`src/rtl/rx_irq_pkg.sv`:
```
package rx_irq_pkg;

   // Receive-side identification codes; bit 0 set means nothing pending.
   typedef enum logic [3:0] {
      RXID_NONE   = 4'h1,
      RXID_LSTAT  = 4'h6,
      RXID_THRESH = 4'h4,
      RXID_STALE  = 4'hC
   } rx_id_e;

   // Threshold table for a power-of-two depth: 1, depth/4, depth/2, depth-2.
   function automatic int unsigned thresh_of(input logic [1:0] sel, input int unsigned depth);
      case (sel)
         2'd0:    return 1;
         2'd1:    return depth / 4;
         2'd2:    return depth / 2;
         default: return depth - 2;
      endcase
   endfunction

endpackage

```
`src/rtl/rx_trig_cmp.sv`:
```
module rx_trig_cmp
   import rx_irq_pkg::*;
#(
   parameter int unsigned DEPTH = 16,
   localparam int unsigned CNT_W = $clog2(DEPTH + 1)
) (
   input  logic [CNT_W-1:0] fifo_count,
   input  logic [1:0]       trig_sel,
   output logic             reached
);

   logic [CNT_W-1:0] level;

   always_comb begin
      case (trig_sel)
         2'd0:    level = CNT_W'(thresh_of(2'd0, DEPTH));
         2'd1:    level = CNT_W'(thresh_of(2'd1, DEPTH));
         2'd2:    level = CNT_W'(thresh_of(2'd2, DEPTH));
         default: level = CNT_W'(thresh_of(2'd3, DEPTH));
      endcase
   end

   assign reached = (fifo_count >= level);

   // every selectable threshold lies inside the FIFO
   always_comb begin
      assert_level_range_R2: assert (level != '0 && level <= CNT_W'(DEPTH))
         else $error("threshold out of range");
   end

endmodule

```
`src/rtl/rx_char_timeout.sv`:
```
module rx_char_timeout #(
   parameter int unsigned DEPTH     = 16,
   parameter int unsigned CHAR_MULT = 4,
   parameter int unsigned MIN_DATA  = 5,
   parameter int unsigned DSEL_W    = 2,
   localparam int unsigned CNT_W    = $clog2(DEPTH + 1),
   localparam int unsigned MAX_BITS = MIN_DATA + (1 << DSEL_W) + 3,
   localparam int unsigned MAX_LIM  = MAX_BITS * CHAR_MULT,
   localparam int unsigned TMR_W    = $clog2(MAX_LIM + 1)
) (
   input  logic              clk,
   input  logic              rst_n,
   input  logic [CNT_W-1:0]  fifo_count,
   input  logic              push,
   input  logic              pop,
   input  logic              baud_tick,
   input  logic [DSEL_W-1:0] data_sel,
   input  logic              parity_en,
   input  logic              two_stop,
   output logic              stale
);

   if (CHAR_MULT < 1) begin : g_bad_mult
      $error("CHAR_MULT must be at least 1");
   end
   if (MIN_DATA < 1) begin : g_bad_data
      $error("MIN_DATA must be at least 1");
   end

   logic [TMR_W-1:0] bits_per_char;
   logic [TMR_W-1:0] limit;
   logic [TMR_W-1:0] cnt_q;
   logic             fired_q;
   logic             nonempty;
   logic             at_limit;

   // start + data + parity + first stop + optional second stop
   assign bits_per_char = TMR_W'(MIN_DATA + 2) + TMR_W'(data_sel)
                        + TMR_W'(parity_en) + TMR_W'(two_stop);
   assign limit    = bits_per_char * TMR_W'(CHAR_MULT);
   assign nonempty = (fifo_count != '0);
   assign at_limit = (cnt_q == limit - TMR_W'(1));

   always_ff @(posedge clk or negedge rst_n) begin
      if (!rst_n) begin
         cnt_q   <= '0;
         fired_q <= 1'b0;
      end else if (pop || !nonempty) begin
         cnt_q   <= '0;
         fired_q <= 1'b0;
      end else if (push) begin
         if (!fired_q) cnt_q <= '0;
      end else if (baud_tick && !fired_q) begin
         if (at_limit) begin
            cnt_q   <= '0;
            fired_q <= 1'b1;
         end else begin
            cnt_q <= cnt_q + TMR_W'(1);
         end
      end
   end

   assign stale = fired_q;

   // an empty FIFO leaves no stale flag behind
   assert_empty_cancels_R8: assert property (@(posedge clk) disable iff (!rst_n)
      (fifo_count == '0) |=> !fired_q);

   // a CPU read always clears the flag
   assert_pop_clears_R6: assert property (@(posedge clk) disable iff (!rst_n)
      pop |=> !fired_q);

   // a new character does not withdraw a fired flag
   assert_push_keeps_R7: assert property (@(posedge clk) disable iff (!rst_n)
      (fired_q && push && !pop && nonempty) |=> fired_q);

   // the flag only rises on a baud tick
   assert_fire_on_tick_R5: assert property (@(posedge clk) disable iff (!rst_n)
      $rose(fired_q) |-> $past(baud_tick));

endmodule

```
`src/rtl/rx_irq_prio.sv`:
```
module rx_irq_prio
   import rx_irq_pkg::*;
(
   input  logic   lstat,
   input  logic   thresh,
   input  logic   stale,
   output rx_id_e code,
   output logic   any
);

   always_comb begin
      if (lstat)       code = RXID_LSTAT;
      else if (thresh) code = RXID_THRESH;
      else if (stale)  code = RXID_STALE;
      else             code = RXID_NONE;
   end

   assign any = lstat | thresh | stale;

   always_comb begin
      assert_code_legal_R10: assert (any == (code != RXID_NONE))
         else $error("request and code disagree");
   end

endmodule

```
`src/rtl/uart_rx_irq_ctrl.sv`:
```
module uart_rx_irq_ctrl
   import rx_irq_pkg::*;
#(
   parameter int unsigned DEPTH     = 16,
   parameter int unsigned CHAR_MULT = 4,
   parameter int unsigned MIN_DATA  = 5,
   parameter int unsigned DSEL_W    = 2,
   parameter int unsigned ERR_W     = 4,
   parameter bit          REG_OUT   = 1'b1,
   localparam int unsigned CNT_W    = $clog2(DEPTH + 1)
) (
   input  logic              clk,
   input  logic              rst_n,
   input  logic              fifo_en,
   input  logic              rx_data_ie,
   input  logic              line_stat_ie,
   input  logic [CNT_W-1:0]  fifo_count,
   input  logic              rx_push,
   input  logic              rx_pop,
   input  logic [ERR_W-1:0]  err_flags,
   input  logic [1:0]        trig_sel,
   input  logic [DSEL_W-1:0] data_sel,
   input  logic              parity_en,
   input  logic              two_stop,
   input  logic              baud_tick,
   output logic              irq,
   output logic [3:0]        irq_id,
   output logic              data_ready
);

   if (DEPTH < 8 || (DEPTH & (DEPTH - 1)) != 0) begin : g_bad_depth
      $error("DEPTH must be a power of two, at least 8");
   end
   if (ERR_W < 1) begin : g_bad_err
      $error("ERR_W must be at least 1");
   end

   logic   rx_en;
   logic   reached;
   logic   stale;
   logic   lstat_c;
   logic   thresh_c;
   logic   stale_c;
   logic   any_c;
   rx_id_e code_c;
   logic   dr_q;

   assign rx_en    = fifo_en & rx_data_ie;
   assign lstat_c  = line_stat_ie & (|err_flags);
   assign thresh_c = rx_en & reached;
   assign stale_c  = rx_en & stale;

   rx_trig_cmp #(.DEPTH(DEPTH)) u_cmp (
      .fifo_count (fifo_count),
      .trig_sel   (trig_sel),
      .reached    (reached)
   );

   rx_char_timeout #(
      .DEPTH     (DEPTH),
      .CHAR_MULT (CHAR_MULT),
      .MIN_DATA  (MIN_DATA),
      .DSEL_W    (DSEL_W)
   ) u_tmr (
      .clk        (clk),
      .rst_n      (rst_n),
      .fifo_count (fifo_count),
      .push       (rx_push),
      .pop        (rx_pop),
      .baud_tick  (baud_tick),
      .data_sel   (data_sel),
      .parity_en  (parity_en),
      .two_stop   (two_stop),
      .stale      (stale)
   );

   rx_irq_prio u_prio (
      .lstat  (lstat_c),
      .thresh (thresh_c),
      .stale  (stale_c),
      .code   (code_c),
      .any    (any_c)
   );

   // Data-ready: set by an arriving character, dropped once the FIFO reads empty.
   always_ff @(posedge clk or negedge rst_n) begin
      if (!rst_n) dr_q <= 1'b0;
      else        dr_q <= rx_push | (dr_q & (fifo_count != '0));
   end
   assign data_ready = dr_q;

   assert_dr_set_R4: assert property (@(posedge clk) disable iff (!rst_n)
      rx_push |=> data_ready);

   assert_dr_clear_R4: assert property (@(posedge clk) disable iff (!rst_n)
      (fifo_count == '0 && !rx_push) |=> !data_ready);

   if (REG_OUT) begin : g_reg_out
      logic [3:0] id_q;
      logic       irq_q;

      always_ff @(posedge clk or negedge rst_n) begin
         if (!rst_n) begin
            id_q  <= RXID_NONE;
            irq_q <= 1'b0;
         end else begin
            id_q  <= code_c;
            irq_q <= any_c;
         end
      end
      assign irq_id = id_q;
      assign irq    = irq_q;

      assert_lstat_wins_R3: assert property (@(posedge clk) disable iff (!rst_n)
         (line_stat_ie && |err_flags) |=> irq_id == 4'h6);

      assert_gated_R1: assert property (@(posedge clk) disable iff (!rst_n)
         (!(fifo_en && rx_data_ie) && !(line_stat_ie && |err_flags)) |=> irq_id == 4'h1);

      assert_tie_thresh_R9: assert property (@(posedge clk) disable iff (!rst_n)
         (rx_en && reached && stale && !lstat_c) |=> irq_id == 4'h4);

      assert_irq_flag_R10: assert property (@(posedge clk) disable iff (!rst_n)
         irq == (irq_id != 4'h1));
   end else begin : g_comb_out
      assign irq_id = code_c;
      assign irq    = any_c;
   end

endmodule

```
`config.mk`:
```
export PLATFORM = sky130hd
export DESIGN_NAME = uart_rx_irq_ctrl
export DESIGN_NICKNAME = d
export VERILOG_FILES = /design/src/rtl/rx_irq_pkg.sv /design/src/rtl/rx_trig_cmp.sv /design/src/rtl/rx_char_timeout.sv /design/src/rtl/rx_irq_prio.sv /design/src/rtl/uart_rx_irq_ctrl.sv
export SDC_FILE = /design/constraint.sdc
export NUM_CORES = 1
export LEC_CHECK = 0
export BUFFER_PORTS_ARGS = -buffer_cell sky130_fd_sc_hd__clkbuf_2
export CORE_UTILIZATION = 45
export CTS_BUF_LIST = sky130_fd_sc_hd__clkbuf_8 sky130_fd_sc_hd__clkbuf_16
export CTS_CLUSTER_DIAMETER = 150
export DETAILED_ROUTE_END_ITERATION = 10
export PLACE_DENSITY = 0.75
export SLEW_MARGIN = 15
export SYNTH_ARGS = -nofsm -noshare
export SYNTH_HDL_FRONTEND = slang
export SYNTH_SLANG_ARGS = --single-unit
```
`constraint.sdc`:
```
create_clock -name clk -period 1.59 [get_ports clk]
set_input_delay 0.0795 -clock clk [delete_from_list [all_inputs] [get_ports clk]]
set_output_delay 0.0795 -clock clk [all_outputs]
set_load 0.1 [all_outputs]
```
# After elaboration in Yosys (flattened, before gate mapping)
# Cells that the tools add are included.
[classes]
add_sub_neg = 5
n_mul = 0
div_mod_pow = 0
order_cmp = 1
n_eq_ne = 5
n_shift = 0
n_mux = 13
n_bitwise = 8
n_reduce_logical = 12
[ops]
columns = ["op", "count"]
rows = [
  ["6-bit two-way mux", 5],
  ["4-bit two-way mux", 3],
  ["4-bit one-hot mux with 3 select lines", 1],
  ["4-bit by 1-bit adder with 4-bit output", 2],
  ["6-bit by 1-bit adder with 6-bit output (second input constant)", 1],
  ["6-bit equality test", 1],
  ["6-bit by 1-bit subtractor with 6-bit output (second input constant)", 1],
  ["1-bit AND", 5],
  ["5-bit by 4-bit >= comparator with 1-bit output", 1],
  ["5-bit nonzero test", 1],
  ["3-bit by 2-bit adder with 4-bit output (first input constant)", 1],
  ["1-bit two-way mux", 4],
  ["2-bit nonzero test", 2],
  ["4-bit OR reduction", 1],
  ["3-bit != test (second input constant)", 1],
  ["1-bit bitwise OR", 3],
  ["3-bit AND reduction", 1],
  ["3-bit nonzero test", 1],
  ["2-bit by 1-bit equality test with 1-bit output (second input constant)", 1],
  ["2-bit equality test (second input constant)", 1],
  ["1-bit zero test", 2],
  ["2-bit zero test", 1],
  ["2-bit by 1-bit != test with 1-bit output (second input constant)", 1],
  ["2-bit AND reduction", 1],
  ["2 further kinds", 2],
]
[word_totals]
register_bits = 13
latchBits = 0
ramBits = 0
rom_bits = 0
in_bits = 23
out_inout_bits = 6
wordCells = 49
mem_count = 0

# Depth between registers and ports, before layout
# Gate-level depths: netlist of run 1.
[logic_depth]
depth_word = 9
ltp_mapped = 12
depth_no_buf = 12

# Modules after synthesis
# A second synthesis of run 1 with hierarchy kept.
[unflattened]
hier_cells = 100
hier_area_um2 = 928.4
[by_module_without_submodules]
columns = ["module", "instances", "cells_per_inst", "area_each_um2", "seq_area_each_um2"]
rows = [
  ["rx_char_timeout", 1, 67, 581.8, 175.2],
  ["uart_rx_irq_ctrl", 1, 13, 193.9, 151.4],
  ["rx_trig_cmp", 1, 15, 120.1, 0.0],
  ["rx_irq_prio", 1, 5, 32.5, 0.0],
]

# Worst setup path before layout of run 1
# Ideal clock, no wire load.
[synth_path]
kind = "input-to-reg"
startpoint = "input data_sel[0]"
endpoint = "register u_tmr.fired_q (netlist: u_tmr.stale)"
setup_ns = 0.078
t_arrival_ns = 2.391
t_required_ns = 1.512
path_slack_ns = -0.878
path_stages = 12
path_buffers = 0
path_cell_list = "inv_1 > ha_1 > inv_1 > ha_1 > inv_1 > fa_1 > ha_1 > xnor2_1 > xnor2_2 > nand4_2 > or4b_1 > a21oi_1"
[synth_between]
elab_chain_cells = 7
[synth_lines]
columns = ["item", "line", "rtl"]
rows = [
  ["from (decl)", "uart_rx_irq_ctrl.sv:22", "input logic [DSEL_W-1:0] data_sel,"],
  ["3-bit by 2-bit adder with 4-bit output", "rx_char_timeout.sv:38", "assign bits_per_char = TMR_W'(MIN_DATA + 2) + TMR_W'(data_sel)"],
  ["4-bit by 1-bit adder with 4-bit output (2 in series)", "rx_char_timeout.sv:39", "+ TMR_W'(parity_en) + TMR_W'(two_stop);"],
  ["6-bit by 1-bit subtractor with 6-bit output", "rx_char_timeout.sv:42", "assign at_limit = (cnt_q == limit - TMR_W'(1));"],
  ["6-bit equality test", "rx_char_timeout.sv:42", ""],
  ["2-bit nonzero test (no source line)", "n/a", ""],
  ["3-bit AND reduction (no source line)", "n/a", ""],
  ["to (signal assigned)", "rx_char_timeout.sv:47", "fired_q <= 1'b0;"],
  ["to (signal assigned)", "rx_char_timeout.sv:50", "fired_q <= 1'b0;"],
  ["to (signal assigned)", "rx_char_timeout.sv:56", "fired_q <= 1'b1;"],
  ["to (decl)", "rx_char_timeout.sv:33", "logic fired_q;"],
]
# Every way passes these cells.
# A chain may end at the register's enable or synchronous reset.

# Final worst setup path of run 1
[layout_path]
startpoint = "input two_stop"
endpoint = "register u_tmr.fired_q (netlist: u_tmr.stale)"
[layout_between]
elab_chain_cells = 5
[layout_lines]
columns = ["item", "line", "rtl"]
rows = [
  ["from (decl)", "uart_rx_irq_ctrl.sv:24", "input logic two_stop,"],
  ["4-bit by 1-bit adder with 4-bit output", "rx_char_timeout.sv:39", ""],
  ["6-bit by 1-bit subtractor with 6-bit output", "rx_char_timeout.sv:42", ""],
  ["6-bit equality test", "rx_char_timeout.sv:42", ""],
  ["2-bit nonzero test (no source line)", "n/a", ""],
  ["3-bit AND reduction (no source line)", "n/a", ""],
]
# Every way passes these cells.

==> run metrics, run 1 <==
result of the run=finished, violations left; failing checks=negative setup slack; number of port buffers=28; clock network latency to the later pin of the worst-skew pair=0.24 ns; Total Die Area=2240 um2; fraction of synthesized cell area taken by the top area cell type=0.3248; All-Layer GR Usage=0.2438; part of the Yosys area used for sequential elements=0.3532; number of warnings issued by yosys=0; Clock Skews=0.007326 ns; antenna violations before repair=0; kind of critical path=in -> reg; Power, Total=1.015 mW; global-route wire length before repair=3.760 mm; biggest fanout along the worst timing path=2; Post-synth EDFFs=0; Starting Density=0.4762; Area after DPL=1261 um2; fraction of the cycle the final worst path needs=1.359; clock input transition at the sequential cells of the worst setup and hold paths=0.06 ns; number of DRC violations after detailed-routing iteration 0=23; shortest clock period the worst path allows after layout=2.161 ns; average vias per placed instance=5.460; worst relative slew slack=0.6386; share of final-layout standard cells stronger than drive strength 1=0.4698; layout net count=183; most numerous cell types in the synthesized netlist=sky130_fd_sc_hd__dfrtp_1, sky130_fd_sc_hd__inv_1, sky130_fd_sc_hd__a21oi_1, sky130_fd_sc_hd__nand2_1, sky130_fd_sc_hd__ha_1; largest net degree at the start of global routing=14; final hold vios=0; most used flip-flop cell after synthesis=sky130_fd_sc_hd__dfrtp_1; number of nets in the synthesized netlist=136; number of max-capacitance violations reported=0; area inside the core boundary=1942 um2; cells after synthesis=103; routed wirelength normalized by instance count=13.57 um; wire length reported by the detailed router=2.388 mm; Residual DRC=0; Top-Level Pins=29; Root Buffer Master=sky130_fd_sc_hd__clkbuf_8; area of the mapped netlist=924.6 um2; first-pass iteration count of the detailed router=4; critical path endpoint category=flip-flop; antenna diode count=0; row count=16; required time at the worst-slack endpoint=1.76 ns; number of register bits inferred by synthesis=13; htree depth=1; upper clock frequency limit=0.4628 GHz; pins over their slew limit=0; post-synth cell types=31; height of the die=47.33 um; GRT overflow=0; top area cells in the synthesized netlist=sky130_fd_sc_hd__dfrtp_1, sky130_fd_sc_hd__ha_1, sky130_fd_sc_hd__a21oi_1; PD cells=716.7 nW/um2; setup repair after global routing missed its margin=yes; CTS tree=done; sort of element at the start of the critical path=input port; count of nets left with antenna violations after detail routing=0; number of buffers created by CTS=3; Hold Path Class=in -> reg; global placer's final weighted congestion=0.9050; width of the die=47.33 um; final number of setup-violating endpoints=7; worst path setup slack after routing=-0.5706 ns; number of global-route vias before repair=917; post-detail-place hpwl=1.750 mm; share of async-settable or async-resettable flops after synthesis=1.000; final non-filler cell area=1416 um2; average footprint of a synthesized cell=8.977 um2; total leakage power=0.6878 nW; Vias=961; cell accounting for the most synthesized area=sky130_fd_sc_hd__dfrtp_1; deepest clock path buffer count=2; peak supply drop=0.0004053 V; Data arrival, critical path=2.33 ns; slew at the pin closest to its max-slew limit=0.5445 ns; synth-to-layout area growth=53.18%; Sink Count=13
[what timing repair did]
item / in CTS / in global routing
pin swaps: 4 / 9
hold endpoints to repair: 12 / 0
hold buffers: 1 / 0
setup endpoints to repair: 7 / 11
resized for setup: 13 / 9
setup buffers: 1 / 1
[per-layer routing]
metal  track usage  vias up  part of all wire
met4        0.1029        0             0.022
met3       0.04231        6             0.036
met1        0.3103      474              0.41
li1              -      457                 -
met2        0.4055       24              0.53
met5             0        -                 0
[per-stage QoR]
stage                     cells  hold slack [ns]  TNS [ns]    util  worst slack [ns]
after floorplan             103          -0.2161    -2.997       -           -0.6982
after global placement      170        -0.009122    -5.353  0.6495           -0.8260
after detailed placement    170        -0.006438    -5.827  0.6495           -0.8722
after CTS                   176           0.1167    -3.679  0.7139           -0.5978
after global routing        176           0.1356    -3.394  0.7294           -0.6652
final                       176           0.1351    -2.760  0.7294           -0.5706
[power by group]
group / total [mW] / switching (mW) / internal [mW]
sequential: 0.350 / 0.00460 / 0.345
clock: 0.285 / 0.115 / 0.170
combinational: 0.380 / 0.219 / 0.161
[final cells by class]
cell class,count,area [um2]
sequential,13,326.6
clock inverter,1,3.754
inverter,12,60.06
clock buffer,3,41.29
tap,27,33.78
multi-input combinational,76,664.4
timing repair buffer,44,286.5
fill,156,525.5
[state kept, by name, indices dropped and copies added (netlist names)]
name and flops:
irq 1, u_tmr.cnt_q 6, irq_id 4, data_ready 1
u_tmr.stale 1
[cell usage in the layout, fill, tap and decap left out, drive strengths merged, types with 2 or more instances in the layout]
cell    instances
a21o            4
buf            17
ha              9
clkbuf         29
inv            13
nor2            4
nand3           4
o21ai           4
nor3            4
a21oi          11
dfrtp          12
xor2            2
nand2          11
nor2b           2
xnor2           5
and3            2
[logic make-up after synthesis]
group                    synth area share
AND/OR/NAND/NOR                    0.1962
AO/OA/AOI/OAI                      0.1759
buffers and inverters             0.05683
flip-flops                         0.3532
adder cells (fa/ha/maj)            0.1434
XOR/XNOR                          0.07443
[worst max-delay path, cell delays in order]
cell and delay [ns]:
sky130_fd_sc_hd__buf_8 0.08, sky130_fd_sc_hd__inv_8 0.02, sky130_fd_sc_hd__ha_4 0.26, sky130_fd_sc_hd__inv_4 0.03, sky130_fd_sc_hd__ha_4 0.15, sky130_fd_sc_hd__inv_2 0.06, sky130_fd_sc_hd__fa_2 0.46, sky130_fd_sc_hd__ha_4 0.20
sky130_fd_sc_hd__xnor2_4 0.15, sky130_fd_sc_hd__xnor2_2 0.13, sky130_fd_sc_hd__nand4_2 0.11, sky130_fd_sc_hd__or4b_1 0.47, sky130_fd_sc_hd__a21oi_1 0.13
[worst paths after layout]
kind	from	endpoint	slack (ns)	cells past startpoint
setup / recovery	two_stop	u_tmr.stale	-0.57	13
hold / removal	rx_data_ie	irq_id[3]	0.14	2
setup reg to reg	u_tmr.cnt_q[4]	u_tmr.stale	-0.04	5
hold reg to reg	data_ready	data_ready	0.49	2
max in group asynchronous	rst_n	irq_id[0]	1.02	2
min in group asynchronous	rst_n	u_tmr.cnt_q[4]	0.27	2
(Power assumes the default switching activity.)
==> run 2: changes to the inputs <==
--- a/config.mk
+++ b/config.mk
@@ -10,7 +10,8 @@
 export CTS_BUF_LIST = sky130_fd_sc_hd__clkbuf_8 sky130_fd_sc_hd__clkbuf_16
 export CTS_CLUSTER_DIAMETER = 150
 export DETAILED_ROUTE_END_ITERATION = 10
-export PLACE_DENSITY = 0.75
+export PLACE_DENSITY_LB_ADDON = 0.15
+export SKIP_LAST_GASP = 1
 export SLEW_MARGIN = 15
 export SYNTH_ARGS = -nofsm -noshare
 export SYNTH_HDL_FRONTEND = slang
==> run metrics, run 2 (synthesized netlist as in run 1, its figures left out) <==
crit path cell chain=buf_8 -> inv_8 -> ha_4 -> inv_2 -> ha_4 -> inv_2 -> fa_2 -> ha_4 -> xnor2_4 -> xnor2_2 -> nand4_2 -> or4b_4 -> a21oi_2; delay of the slowest cell on the worst path=0.50 ns; stages on the worst setup path=13; leading cell type in the layout, fill and taps excluded=sky130_fd_sc_hd__clkbuf_2; Buffers & Inverters on Critical Path=4; pins over their slew limit=0; number of max-capacitance violations reported=0; htree depth=1; worst relative slew slack=0.6356; startpoint of the worst hold path=rx_data_ie; All-Layer GR Usage=0.2206; height of the die=47.33 um; setup repair after global routing missed its margin=yes; Area after DPL=1261 um2; max FFs per register=6; width of the die=47.33 um; first-pass iteration count of the detailed router=4; result of the run=finished, violations left; worst setup path start=two_stop; routed wirelength normalized by instance count=12.64 um; biggest fanout along the worst timing path=2; critical path endpoint category=flip-flop; final number of setup-violating endpoints=7; global-route track usage on met2=0.4000; kind of critical path=in -> reg; Data arrival, critical path=2.33 ns; share of final-layout standard cells stronger than drive strength 1=0.5067; failing checks=negative setup slack; slew at the pin closest to its max-slew limit=0.5489 ns; final non-filler cell area=1484 um2; clock input transition at the sequential cells of the worst setup and hold paths=0.06 ns; shortest clock period the worst path allows after layout=2.159 ns; critical-path cell with the highest stage delay=sky130_fd_sc_hd__or4b_4; upper clock frequency limit=0.4631 GHz; grt met3 use=0.06923; clock network latency to the later pin of the worst-skew pair=0.24 ns; Total Die Area=2240 um2; Sink Count=13; Clock Skews=0.003102 ns; Starting Density=0.4762; Top-Level Pins=29; global placer's final weighted congestion=0.8818; Vias=910; Hold Path Class=in -> reg; register containing the most flip-flops in the final layout=u_tmr.cnt_q; Root Buffer Master=sky130_fd_sc_hd__clkbuf_8; count of nets left with antenna violations after detail routing=0; number of port buffers=28; Non-Filler Instances=177; Worst path most repeated cell=sky130_fd_sc_hd__ha_4; sort of element at the start of the critical path=input port; global-route track usage on met1=0.2635; peak supply drop=0.0009389 V; delay-heaviest family, CP=adder cells; Residual DRC=0; number of DRC violations after detailed-routing iteration 0=18; setup TNS after final layout=-3.377 ns; antenna violations before repair=0; number of buffers created by CTS=3; GRT overflow=0; leading cell types in the layout, fill and taps excluded=sky130_fd_sc_hd__clkbuf_2, sky130_fd_sc_hd__buf_4, sky130_fd_sc_hd__dfrtp_1; CTS tree=done; post-detail-place hpwl=1.667 mm; largest net degree at the start of global routing=14; required time at the worst-slack endpoint=1.76 ns; antenna diode count=0; layout net count=184; deepest clock path buffer count=2; wire length reported by the detailed router=2.237 mm; number of global-route vias before repair=858; fraction of the cycle the final worst path needs=1.358; Hold Path Cell Cnt=2; layer carrying the most global-route usage=met2; final hold vios=0; area inside the core boundary=1942 um2; global-route wire length before repair=3.470 mm; end point of the critical path=u_tmr.stale; row count=16; worst-case hold slack=0.1221 ns; average vias per placed instance=5.141; Cells after DPL=170; Crit Reg-Reg Startpoint=u_tmr.cnt_q[1]; worst path setup slack after routing=-0.5692 ns; logic depth of the worst register-to-register path=6; Reg2Reg Setup Slack=-0.09 ns; total leakage power=0.7001 nW; worst slack at placement=-0.9063 ns; synth-to-layout area growth=60.49%; destination of the worst register-to-register timing path=u_tmr.cnt_q[4]; PD cells=700.7 nW/um2
-- run 2: cell count changes in the layout (fill, tap and decap cells not counted), moves of 3 or more --
cell	before	now
sky130_fd_sc_hd__o21ai_2	3	0
sky130_fd_sc_hd__a21oi_2	2	5
sky130_fd_sc_hd__o21ai_4	0	3
sky130_fd_sc_hd__a21oi_1	9	6
-- run 2: routing by layer --
metal	vias to the layer above	share of wire
li1	449	-
met1	439	0.43
met2	20	0.53
met3	2	0.041
met4	0	0.0036
met5	-	0
-- run 2: cell type report --
type | count | area (um2)
well taps | 27 | 33.78
inverters | 12 | 57.56
clock buffers | 3 | 41.29
flip-flops and latches | 13 | 326.6
multi-input cells | 76 | 718.2
clock inverters | 1 | 5.005
fillers | 152 | 457.9
repair buffers | 45 | 301.5
-- run 2: worst min path at each step --
| stage | slack, ns | endpoint |
|---|---|---|
| finish | 0.12 | irq_id[3] |
| global route | 0.13 | irq_id[3] |
| CTS | 0.10 | irq_id[1] |
| detailed placement | -0.01 | u_tmr.cnt_q[2] |
| global placement | -0.01 | u_tmr.cnt_q[2] |
| floorplan | -0.22 | data_ready |
-- run 2: what timing repair did --
item / 4_1_cts / 5_1_grt
pin swaps: 4 / 6
endpoints found under the setup margin: 7 / 8
resized for setup: 16 / 15
setup buffers: 1 / 2
hold endpoints to repair: 13 / 0
hold buffers: 1 / 0
-- run 2: metrics by stage --
stage               utilization  total power [mW]
floorplan                     -            0.5808
global placement         0.6495            0.6798
detailed placement       0.6495            0.6882
CTS                      0.7229             1.021
global route             0.7642             1.091
finish                   0.7642             1.040
-- run 2: report_power, final --
| group | internal [mW] | total [mW] | switching (mW) |
|---|---|---|---|
| Combinational | 0.164 | 0.392 | 0.227 |
| Sequential | 0.345 | 0.350 | 0.00440 |
| Clock | 0.173 | 0.298 | 0.125 |
| Total | 0.683 | 1.04 | 0.357 |
